`config.mk`:
```
export PLATFORM = sky130hd
export DESIGN_NAME = strop_engine
export DESIGN_NICKNAME = d
export VERILOG_FILES = /design/src/rtl/strop_pkg.sv /design/src/rtl/strop_ptr_unit.sv /design/src/rtl/strop_judge.sv /design/src/rtl/strop_fsm.sv /design/src/rtl/strop_engine.sv
export SDC_FILE = /design/constraint.sdc
export NUM_CORES = 1
export LEC_CHECK = 0
export ABC_CLOCK_PERIOD_IN_PS = 3500
export BUFFER_PORTS_ARGS = -buffer_cell sky130_fd_sc_hd__buf_2
export CAP_MARGIN = 5
export CELL_PAD_IN_SITES_DETAIL_PLACEMENT = 1
export CELL_PAD_IN_SITES_GLOBAL_PLACEMENT = 2
export CORE_ASPECT_RATIO = 1.75
export CORE_UTILIZATION = 29
export DETAILED_ROUTE_END_ITERATION = 16
export PLACE_DENSITY = 0.84
export SETUP_SLACK_MARGIN = 0.2
export SLEW_MARGIN = 20
export SYNTH_ARGS = -nofsm -noshare
export SYNTH_HDL_FRONTEND = slang
export SYNTH_SLANG_ARGS = --single-unit
```
`constraint.sdc`:
```
create_clock -name clk -period 3.5 [get_ports clk]
set_input_delay 0.35 -clock clk [delete_from_list [all_inputs] [get_ports clk]]
set_output_delay 0.35 -clock clk [all_outputs]
set_load 0.005 [all_outputs]
```
`src/rtl/strop_pkg.sv`:
```
// Shared encodings for the string operation sequencer.
package strop_pkg;
    localparam int DW = 16;

    typedef enum logic [1:0] {
        OP_COPY = 2'd0,
        OP_CMP  = 2'd1,
        OP_SCAN = 2'd2,
        OP_SPARE = 2'd3
    } op_e;

    typedef enum logic [1:0] {
        RP_ALL   = 2'd0,
        RP_WHILE_EQ = 2'd1,
        RP_WHILE_NE = 2'd2,
        RP_SPARE = 2'd3
    } rep_e;

    typedef enum logic [2:0] {
        ST_IDLE,
        ST_FIRST,
        ST_SECOND,
        ST_FINISH,
        ST_END
    } st_e;
endpackage

```
`src/rtl/strop_ptr_unit.sv`:
```
// Pointer and count registers. Loads all three on a run start, and on each
// element step moves both pointers by the element size in the chosen
// direction and lowers the count. Assumes load and step are never together.
module strop_ptr_unit #(
    parameter int AW = 16,
    parameter int CW = 16
) (
    input  logic          clk,
    input  logic          rst_n,
    input  logic          load,
    input  logic          step,
    input  logic          word,
    input  logic          dir,
    input  logic [AW-1:0] src_ld,
    input  logic [AW-1:0] dst_ld,
    input  logic [CW-1:0] cnt_ld,
    output logic [AW-1:0] src,
    output logic [AW-1:0] dst,
    output logic [CW-1:0] cnt,
    output logic [CW-1:0] cnt_dec
);
    logic [AW-1:0] amt;

    // Element size in address units.
    assign amt     = word ? AW'(2) : AW'(1);
    assign cnt_dec = cnt - CW'(1);

    // Register update: load at start, advance at each element end.
    always_ff @(posedge clk) begin
        if (!rst_n) begin
            src <= '0;
            dst <= '0;
            cnt <= '0;
        end else if (load) begin
            src <= src_ld;
            dst <= dst_ld;
            cnt <= cnt_ld;
        end else if (step) begin
            src <= dir ? src - amt : src + amt;
            dst <= dir ? dst - amt : dst + amt;
            cnt <= cnt_dec;
        end
    end
endmodule

```
`src/rtl/strop_judge.sv`:
```
// Combinational element judgement. Forms the new zero flag from the two
// operands of the element just finished and decides whether the run ends.
// Assumes first = first element read, second = data of the second read.
module strop_judge
    import strop_pkg::*;
#(
    parameter int CW = 16
) (
    input  op_e           op,
    input  rep_e          rep,
    input  logic          word,
    input  logic [DW-1:0] first,
    input  logic [DW-1:0] second,
    input  logic [DW-1:0] acc,
    input  logic [CW-1:0] cnt_dec,
    input  logic          zf_cur,
    output logic          zf_next,
    output logic          stop
);
    logic [DW-1:0] mask;
    logic [DW-1:0] lhs;
    logic [DW-1:0] rhs;
    logic          eq;
    logic          flags;
    logic          cond_fail;

    // Operand selection and size-masked equality.
    always_comb begin
        mask  = word ? {DW{1'b1}} : {{(DW-8){1'b0}}, 8'hFF};
        lhs   = (op == OP_SCAN) ? acc : first;
        rhs   = (op == OP_SCAN) ? first : second;
        eq    = ((lhs & mask) == (rhs & mask));
        flags = (op == OP_CMP) || (op == OP_SCAN);
    end

    // Flag result and termination decision.
    always_comb begin
        zf_next   = flags ? eq : zf_cur;
        cond_fail = flags && (((rep == RP_WHILE_EQ) && !eq) ||
                              ((rep == RP_WHILE_NE) && eq));
        stop      = (cnt_dec == '0) || cond_fail;
    end
endmodule

```
`src/rtl/strop_fsm.sv`:
```
// Run sequencer. Latches the run settings at start, walks each element
// through three cycles (first read, second read or capture, finish) and
// drives the memory port. Assumes read data one cycle after the request.
module strop_fsm
    import strop_pkg::*;
#(
    parameter int AW = 16
) (
    input  logic          clk,
    input  logic          rst_n,
    input  logic          start,
    input  logic [1:0]    op_in,
    input  logic [1:0]    rep_in,
    input  logic          word_in,
    input  logic          dir_in,
    input  logic [DW-1:0] acc_in,
    input  logic          cnt_zero,
    input  logic [AW-1:0] src,
    input  logic [AW-1:0] dst,
    input  logic [DW-1:0] mem_rdata,
    input  logic          stop,
    input  logic          zf_next,
    output op_e           op_q,
    output rep_e          rep_q,
    output logic          word_q,
    output logic          dir_q,
    output logic [DW-1:0] acc_q,
    output logic [DW-1:0] first_q,
    output logic          zf_q,
    output logic          load,
    output logic          step,
    output logic          mem_rd,
    output logic          mem_wr,
    output logic          mem_word,
    output logic [AW-1:0] mem_addr,
    output logic [DW-1:0] mem_wdata,
    output logic          busy,
    output logic          done
);
    st_e  state;
    logic is_copy;

    assign is_copy = (op_q == OP_COPY) || (op_q == OP_SPARE);
    assign load    = (state == ST_IDLE) && start;
    assign step    = (state == ST_FINISH);

    // State progression through the element cycles.
    always_ff @(posedge clk) begin
        if (!rst_n) begin
            state <= ST_IDLE;
        end else begin
            case (state)
                ST_IDLE:   if (start) state <= cnt_zero ? ST_END : ST_FIRST;
                ST_FIRST:  state <= ST_SECOND;
                ST_SECOND: state <= ST_FINISH;
                ST_FINISH: state <= stop ? ST_END : ST_FIRST;
                default:   state <= ST_IDLE;
            endcase
        end
    end

    // Capture of run settings at start.
    always_ff @(posedge clk) begin
        if (!rst_n) begin
            op_q   <= OP_COPY;
            rep_q  <= RP_ALL;
            word_q <= 1'b0;
            dir_q  <= 1'b0;
            acc_q  <= '0;
        end else if (load) begin
            op_q   <= op_e'(op_in);
            rep_q  <= rep_e'(rep_in);
            word_q <= word_in;
            dir_q  <= dir_in;
            acc_q  <= acc_in;
        end
    end

    // Hold of the first element read.
    always_ff @(posedge clk) begin
        if (!rst_n)                  first_q <= '0;
        else if (state == ST_SECOND) first_q <= mem_rdata;
    end

    // Zero flag update at each element end.
    always_ff @(posedge clk) begin
        if (!rst_n)     zf_q <= 1'b0;
        else if (step)  zf_q <= zf_next;
    end

    // Memory port and status drive.
    always_comb begin
        mem_rd    = (state == ST_FIRST) ||
                    ((state == ST_SECOND) && (op_q == OP_CMP));
        mem_wr    = (state == ST_FINISH) && is_copy;
        mem_word  = word_q;
        mem_addr  = ((state == ST_FIRST) && (op_q != OP_SCAN)) ? src : dst;
        mem_wdata = first_q;
        busy      = (state != ST_IDLE);
        done      = (state == ST_END);
    end
endmodule

```
`src/rtl/strop_engine.sv`:
```
// Top level of the repeated string operation sequencer. Connects the
// sequencer, the pointer/count unit and the element judge.
module strop_engine
    import strop_pkg::*;
#(
    parameter int AW = 16,
    parameter int CW = 16
) (
    input  logic          clk,
    input  logic          rst_n,
    input  logic          start,
    input  logic [1:0]    op_kind,
    input  logic [1:0]    rep_kind,
    input  logic          word_mode,
    input  logic          dir_flag,
    input  logic [AW-1:0] src_in,
    input  logic [AW-1:0] dst_in,
    input  logic [CW-1:0] cnt_in,
    input  logic [15:0]   acc_in,
    output logic          mem_rd,
    output logic          mem_wr,
    output logic          mem_word,
    output logic [AW-1:0] mem_addr,
    output logic [15:0]   mem_wdata,
    input  logic [15:0]   mem_rdata,
    output logic          busy,
    output logic          done,
    output logic [AW-1:0] src_out,
    output logic [AW-1:0] dst_out,
    output logic [CW-1:0] cnt_out,
    output logic          zf_out
);
    op_e           op_q;
    rep_e          rep_q;
    logic          word_q;
    logic          dir_q;
    logic [DW-1:0] acc_q;
    logic [DW-1:0] first_q;
    logic          zf_q;
    logic          zf_next;
    logic          stop;
    logic          load;
    logic          step;
    logic [CW-1:0] cnt_dec;

    strop_fsm #(.AW(AW)) u_fsm (
        .clk(clk), .rst_n(rst_n), .start(start),
        .op_in(op_kind), .rep_in(rep_kind), .word_in(word_mode),
        .dir_in(dir_flag), .acc_in(acc_in), .cnt_zero(cnt_in == '0),
        .src(src_out), .dst(dst_out), .mem_rdata(mem_rdata),
        .stop(stop), .zf_next(zf_next),
        .op_q(op_q), .rep_q(rep_q), .word_q(word_q), .dir_q(dir_q),
        .acc_q(acc_q), .first_q(first_q), .zf_q(zf_q),
        .load(load), .step(step),
        .mem_rd(mem_rd), .mem_wr(mem_wr), .mem_word(mem_word),
        .mem_addr(mem_addr), .mem_wdata(mem_wdata),
        .busy(busy), .done(done)
    );

    strop_ptr_unit #(.AW(AW), .CW(CW)) u_ptr (
        .clk(clk), .rst_n(rst_n), .load(load), .step(step),
        .word(word_q), .dir(dir_q),
        .src_ld(src_in), .dst_ld(dst_in), .cnt_ld(cnt_in),
        .src(src_out), .dst(dst_out), .cnt(cnt_out), .cnt_dec(cnt_dec)
    );

    strop_judge #(.CW(CW)) u_judge (
        .op(op_q), .rep(rep_q), .word(word_q),
        .first(first_q), .second(mem_rdata), .acc(acc_q),
        .cnt_dec(cnt_dec), .zf_cur(zf_q),
        .zf_next(zf_next), .stop(stop)
    );

    assign zf_out = zf_q;
endmodule

```
==> results of run 1 <==
[cell usage after synthesis (16+ instances only)]
master    number
inv_1         16
a21oi_1       80
a221oi_1      16
o21ai_0       23
nand2_1      122
xnor2_1       32
nor2_1        49
ha_1          34
dfxtp_1       90
nor3_1        19
nor4_1        18
clkbuf_1      38
[final timing paths]
| check | slack [ns] | depth (start not counted) | from | end |
|---|---|---|---|---|
| hold / removal | 0.23 | 3 | acc_in[7] | u_fsm.acc_q[7] |
| setup / recovery | 0.76 | 11 | u_fsm.mem_word | u_ptr.dst[12] |
| hold reg to reg | 0.46 | 2 | u_fsm.acc_q[1] | u_fsm.acc_q[1] |
| setup reg to reg | 0.76 | 11 | u_fsm.mem_word | u_ptr.dst[12] |
[power groups by stage]
stage	logic [mW]	clock network (mW)	registers, mW
global route	1.39	1.05	1.31
CTS	1.27	1.00	1.29
finish	1.25	0.965	1.29
detailed placement	1.26	0	1.32
global placement	1.25	0	1.31
floorplan	0.833	0	1.27
[sequential cells by signal, summed over array words and instances, names as in the netlist]
register        count
u_fsm.acc_q        16
u_fsm.op_q          2
u_fsm.first_q      16
u_fsm.mem_word      1
u_ptr.src          16
u_fsm.dir_q         1
u_ptr.dst          16
u_fsm.zf_q          1
u_fsm.rep_q         2
u_ptr.cnt          16
u_fsm.state         3
[tightest hold or removal path, cell delays in order]
cell,delay [ns]
buf_2,0.10
nand2_1,0.05
a21oi_1,0.05
[per-layer routing]
layer  up-vias  routed length (um)  GRT usage [%]
met5         -                   0              0
met4         0                 633           9.31
met3        30                 782           2.25
met2       154               11800           40.3
met1      3064                8420           22.0
li1       3061                   -              -
[cells by family after synthesis]
group,count (synthesis)
and+or+nand+nor,276
xor gates and xnor gates,47
adders and majority gates,36
AOI/OAI and AO/OA,220
DFF,90
buffers and inverters,64
muxes,25
[per-stage QoR]
stage / worst slack (ns) / util [%] / instance area (sq um)
floorplan: 0.434 / - / 5950
global placement: 0.868 / 34.9 / 7050
detailed placement: 0.793 / 34.9 / 7050
CTS: 0.778 / 36.3 / 7330
global route: 0.527 / 36.3 / 7330
finish: 0.756 / 36.3 / 7330
[cell type report]
class                   instances  area (sq um)
well taps                     248           310
diodes                          1          2.50
inverters                      17          63.8
clock buffers                   9           225
clock inverters                 7          60.1
multi-input cells             604          3910
repair buffers                186           961
flip-flops and latches         90          1800
fillers                      2512         12900
==> metrics, run 1 <==
min-delay worst type=in -> reg; Final HPWL DP=16,300 um; Worst path max stage delay=0.40 ns; Remaining Overflow, GRT=0; Die H=191 um; worst-skew pair later-pin latency=0.35 ns; setup TNS=0 ns; # setup viols final=0; cts repair resizes=0; WS Path Type=reg -> reg; FP Rows=69; commonest register cell after synthesis=dfxtp_1; RSZ-0062 raised after global routing=no; final worst-path cycle share=78.4%; Synth Area in Simple Gates=21.9%; Compound-Gate Fraction of Synth Area=24.3%; Post-Route WL=21,600 um; Post-synth ARST share=0%; chip width=110 um; crit path time final=2.74 ns; Logic pwr share=35.7%; Synth Area in XOR/XNOR=6.92%; Clock Skews=0.00994 ns; Buffers on Ports=174; Critical Path, Cell by Cell=inv_1 > ha_1 > inv_1 > fa_1 > a21o_1 > a211oi_1 > o21ai_0 > a41o_1 > o31ai_1 > xor2_1 > o22ai_1; CP required=3.74 ns; Avg WL per Cell=18.6 um; post-synth top area share=30.3%; total power=3.51 mW; sw frac=38.2%; initial core utilization=29.5%; worst vdd ir=0.232 mV; vias in the first global route=6,386; Worst EP arrival=2.98 ns; synthesized flop and latch total=90; max_slew headroom=54.8%; Static Leakage=3.31 nW; DR pass1 iterations=4; clock slew at reported path FFs=0.08 ns; post-synthesis sequential area ratio=30.3%; htree depth=3; CTS tree=yes; slowest cell on the critical path=fa_1; Pint=2.17 mW; Clk pwr share=27.5%; GPL Wtd Cong=0.820; via count=6,309; final routed DRC violation total=0; cell area after synthesis=0.00595 sq mm; largest net degree at the start of global routing=50; initial DRC count=215; most used cell, CP=inv_1; combinational family with the most area after synthesis=compound AO/OA/AOI/OAI gates; Root Driver=clkbuf_16; outcome=finished clean; max_cap viols=0; Ports=175; clock sinks=90; first-pass GRT wire length=33,600 um; area leader, netlist=dfxtp_1; # hold bufs at CTS=0; Global Route Usage Sum=20.9%; crit start category=register; adder-cell share of the synthesized area=7.82%; worst path buffer plus inverter count=2; Critical Path Sink Type=register; post-synthesis net count=883; area grow syn2layout=23.2%; FMAX=364 MHz; total setup buffers inserted after CTS=0; top post-synthesis cells by area=dfxtp_1 30%, nand2_1 7.7%, ha_1 7.1%, a21oi_1 6.7%, xnor2_1 4.7%; Seq pwr share=36.8%; initial antenna violation count=1; fin. max-slew vios=0; Final Net Count=1,033; delay-heaviest family, CP=compound AO/OA/AOI/OAI gates; TritonCTS Buffers=9; Worst-Margin Slew=0.678 ns; ANT nets after route=0; CTS Buffer Depth=2; commonest non-fill, non-tap cell in the layout=buf_2; Critical Path Fanout Max=4; Post-synth EDFFs=0; die area=0.0211 sq mm; non-filler instance count after layout=1,162; Mapped Cells=758; sw power=1.34 mW; count of cell types in the netlist=65; Post-Syn Area per Cell=7.85 sq um; layout cell share with drive strength beyond 1=25.0%; DP Cell Count=1,145; hold_ws=0.232 ns; Cell Pwr Density=478 mW/mm^2; vias per inst=5.43; Hold Violations, Final=0; commonest non-fill, non-tap cells in the layout=174 x buf_2, 122 x nand2_1, 90 x dfxtp_1, 80 x a21oi_1, 48 x nor2_1; mux contribution to synthesized area=4.52%; core area=0.0202 sq mm; YS warnings=0
(Power assumes the default switching activity.)
==> run 2, diff against run 1 <==
--- a/config.mk
+++ b/config.mk
@@ -5,15 +5,16 @@
 export SDC_FILE = /design/constraint.sdc
 export NUM_CORES = 1
 export LEC_CHECK = 0
-export ABC_CLOCK_PERIOD_IN_PS = 3500
+export ABC_AREA = 1
+export ABC_CLOCK_PERIOD_IN_PS = 2550
 export BUFFER_PORTS_ARGS = -buffer_cell sky130_fd_sc_hd__buf_2
 export CAP_MARGIN = 5
 export CELL_PAD_IN_SITES_DETAIL_PLACEMENT = 1
 export CELL_PAD_IN_SITES_GLOBAL_PLACEMENT = 2
 export CORE_ASPECT_RATIO = 1.75
-export CORE_UTILIZATION = 29
+export CORE_UTILIZATION = 28
 export DETAILED_ROUTE_END_ITERATION = 16
-export PLACE_DENSITY = 0.84
+export PLACE_DENSITY = 0.86
 export SETUP_SLACK_MARGIN = 0.2
 export SLEW_MARGIN = 20
 export SYNTH_ARGS = -nofsm -noshare
==> constraint.sdc (replaced) <==
create_clock -name clk -period 2.55 [get_ports clk]
set_input_delay 0.255 -clock clk [delete_from_list [all_inputs] [get_ports clk]]
set_output_delay 0.255 -clock clk [all_outputs]
set_load 0.005 [all_outputs]
==> run 2 against run 1 <==
Final cell count increased by 22%. Count of clock-buffer cells in the layout increased by 4. First-iteration DRC count increased by 6.5%. Synthesized cell count increased by 26%. Via count increased by 9.8%. Cell area increased by 5.4%. Critical path depth decreased by 4. Worst hold slack got worse by 0.093 ns. Sequential share of layout area decreased by 1.2 points. Die area increased by 7.6%. Flip-flop and latch count unchanged. Critical endpoint is now mem_addr[3]. Largest power group unchanged.
==> metrics, run 2 <==
outcome=finished clean; FMAX=452 MHz; die area=0.0227 sq mm; Final HPWL DP=18,500 um; FP Rows=71; commonest non-fill, non-tap cell in the layout=nand2_1; first-pass GRT wire length=37,100 um; top post-synthesis cells by area=dfxtp_1 29%, nand2_1 17%, ha_1 6.9%, a21oi_1 6.6%, inv_1 5.4%; YS warnings=0; post-synthesis sequential area ratio=29.1%; initial antenna violation count=0; RSZ-0062 raised after global routing=no; Critical Path Sink Type=output pin; htree depth=3; GPL Wtd Cong=0.827; worst-skew pair later-pin latency=0.36 ns; Worst path max stage delay=0.37 ns; TritonCTS Buffers=9; commonest non-fill, non-tap cells in the layout=286 x nand2_1, 174 x buf_2, 88 x dfxtp_1, 87 x inv_1, 81 x a21oi_1; via count=6,925; final worst slack=0.338 ns; CP required=2.30 ns; Post-synth ARST share=0%; slowest cell on the critical path=mux2_2; chip width=114 um; area leader, netlist=dfxtp_1; Synth Area in XOR/XNOR=3.26%; worst vdd ir=0.352 mV; initial core utilization=28.7%; area occupied by registers=0.00180 sq mm; adder-cell share of the synthesized area=7.52%; # hold bufs at CTS=0; Multi-input gate area=0.00388 sq mm; Hold Violations, Final=0; initial DRC count=229; crit start category=register; final routed DRC violation total=0; WS Path Type=reg -> out; HP Start=acc_in[11]; Cell Pwr Density=612 mW/mm^2; most common cell in the netlist=nand2_1; R2R Path End=u_ptr.dst[11]; Worst EP arrival=1.96 ns; # fillers=2,870; Global Route Usage Sum=21.5%; core area=0.0216 sq mm; diodes inserted=0; Root Driver=clkbuf_16; pre-CTS setup slack=0.270 ns; vias per inst=4.89; mux contribution to synthesized area=1.64%; r2r setup slk=0.40 ns; Synth Area in Simple Gates=31.3%; clock sinks=90; commonest register cell after synthesis=dfxtp_1; CTS Buffer Depth=2; count of cell types in the netlist=41; DR pass1 iterations=4; depth of the most critical reg-to-reg path=10; Compound-Gate Fraction of Synth Area=18.9%; largest net degree at the start of global routing=58; CTS tree=yes; Final Cell Area=0.00773 sq mm; vias in the first global route=7,073; Ports=175; Static Leakage=3.76 nW; area grow syn2layout=24.9%; delay-heaviest family, CP=buffers and inverters; max_slew headroom=57.1%; Post-Route WL=23,800 um; Final Net Count=1,245; cell area after synthesis=0.00619 sq mm; clock slew at reported path FFs=0.07 ns; ANT nets after route=0; Critical Path, Cell by Cell=inv_1 > ha_1 > inv_4 > nand3_1 > buf_4 > mux2_2 > buf_2; post-synth top area share=29.1%; layout cell share with drive strength beyond 1=21.9%; Buffers on Ports=174; Hold EP=u_fsm.acc_q[11]; hold_ws=0.139 ns; RR Startpoint=u_fsm.dir_q; Avg WL per Cell=16.8 um; hold-critical path depth=3; Critical Path Fanout Max=23; synthesized flop and latch total=90; Post-Syn Area per Cell=6.49 sq um; Post-synth EDFFs=0; Clock Skews=0.00693 ns; post-synthesis net count=1,079; Remaining Overflow, GRT=0; fin. max-slew vios=0; Commonest cells post-synth=286 x nand2_1, 90 x dfxtp_1, 89 x inv_1; worst path buffer plus inverter count=4; combinational family with the most area after synthesis=simple AND/OR/NAND/NOR gates; Worst-Margin Slew=0.637 ns; setup TNS=0 ns; crit path time final=2.21 ns; min-delay worst type=in -> reg; final worst-path cycle share=86.8%; Mapped Cells=954; # setup viols final=0; Die H=199 um; dpl cell area=0.00742 sq mm; max_cap viols=0
-- run 2: changes by cell type in the layout (fill, tap and decap cells not counted), moves of 10 or more --
cell,change
o21ai_0,+40
nor3_1,-16
a31oi_1,+29
mux2i_1,-10
a221oi_1,-16
a22oi_1,-15
nor4_1,-15
o22ai_1,-12
inv_1,+71
nor2_1,+29
nand2_1,+164
xnor2_1,-20
nand3_1,+42
-- run 2: per-layer routing --
layer | up-vias | global-route usage, % | share of wire (%)
li1 | 3485 | - | -
met1 | 3278 | 23.4 | 41
met2 | 139 | 41.5 | 54
met3 | 23 | 3.41 | 3.3
met4 | 0 | 6.88 | 2.2
met5 | - | 0 | 0
-- run 2: worst max path at each step --
stage	slack [ns]	cells past startpoint	startpoint	end
final	0.34	7	u_fsm.op_q[0]	mem_addr[3]
after global routing	0.19	15	u_fsm.mem_word	u_ptr.dst[10]
after CTS	0.25	11	u_fsm.dir_q	u_ptr.src[11]
after detailed placement	0.27	11	u_fsm.dir_q	u_ptr.src[11]
after global placement	0.35	11	u_fsm.dir_q	u_ptr.src[11]
after floorplan	0.29	11	u_fsm.dir_q	u_ptr.src[11]
-- run 2: where the power goes --
part / internal (mW) / switching (mW) / leakage (nW)
sequential: 1.55 / 0.167 / 0.739
combinational: 0.641 / 1.01 / 2.87
clock: 0.744 / 0.626 / 0.146
total: 2.93 / 1.80 / 3.76
-- run 2: tightest hold or removal path: stages --
cell and delay (ns):
buf_2 0.10, nand2_1 0.05, a21oi_1 0.05
-- run 2: stage by stage --
step	std cells	total power [mW]	utilization, %
2_1_floorplan	954	2.78	-
3_3_place_gp	1401	3.37	34.4
3_5_place_dp	1401	3.40	34.4
4_1_cts	1417	4.82	35.7
5_1_grt	1417	5.07	35.8
6_report	1417	4.74	35.8
-- run 2: what timing repair did --
item,4_1_cts,5_1_grt
hold endpoints to repair,0,0
endpoints found under the setup margin,1,15
buffers inserted,0,0
resized for setup,1,7
gates cloned,0,0
pin swaps,0,0
-- run 2: cells by family after synthesis --
family,Yosys count
AO/OA/AOI/OAI,209
XOR/XNOR,23
adder cells (fa/ha/maj),36
buffers and inverters,126
flip-flops,90
multiplexers,9
AND/OR/NAND/NOR,461
-- run 2: cell type report --
type / count / area share [%]
well taps: 292 / 4.73
inverters: 91 / 4.45
clock inverters: 3 / 0.291
flip-flops and latches: 90 / 23.3
clock buffers: 13 / 3.50
multi-input cells: 738 / 50.2
repair buffers: 190 / 13.5
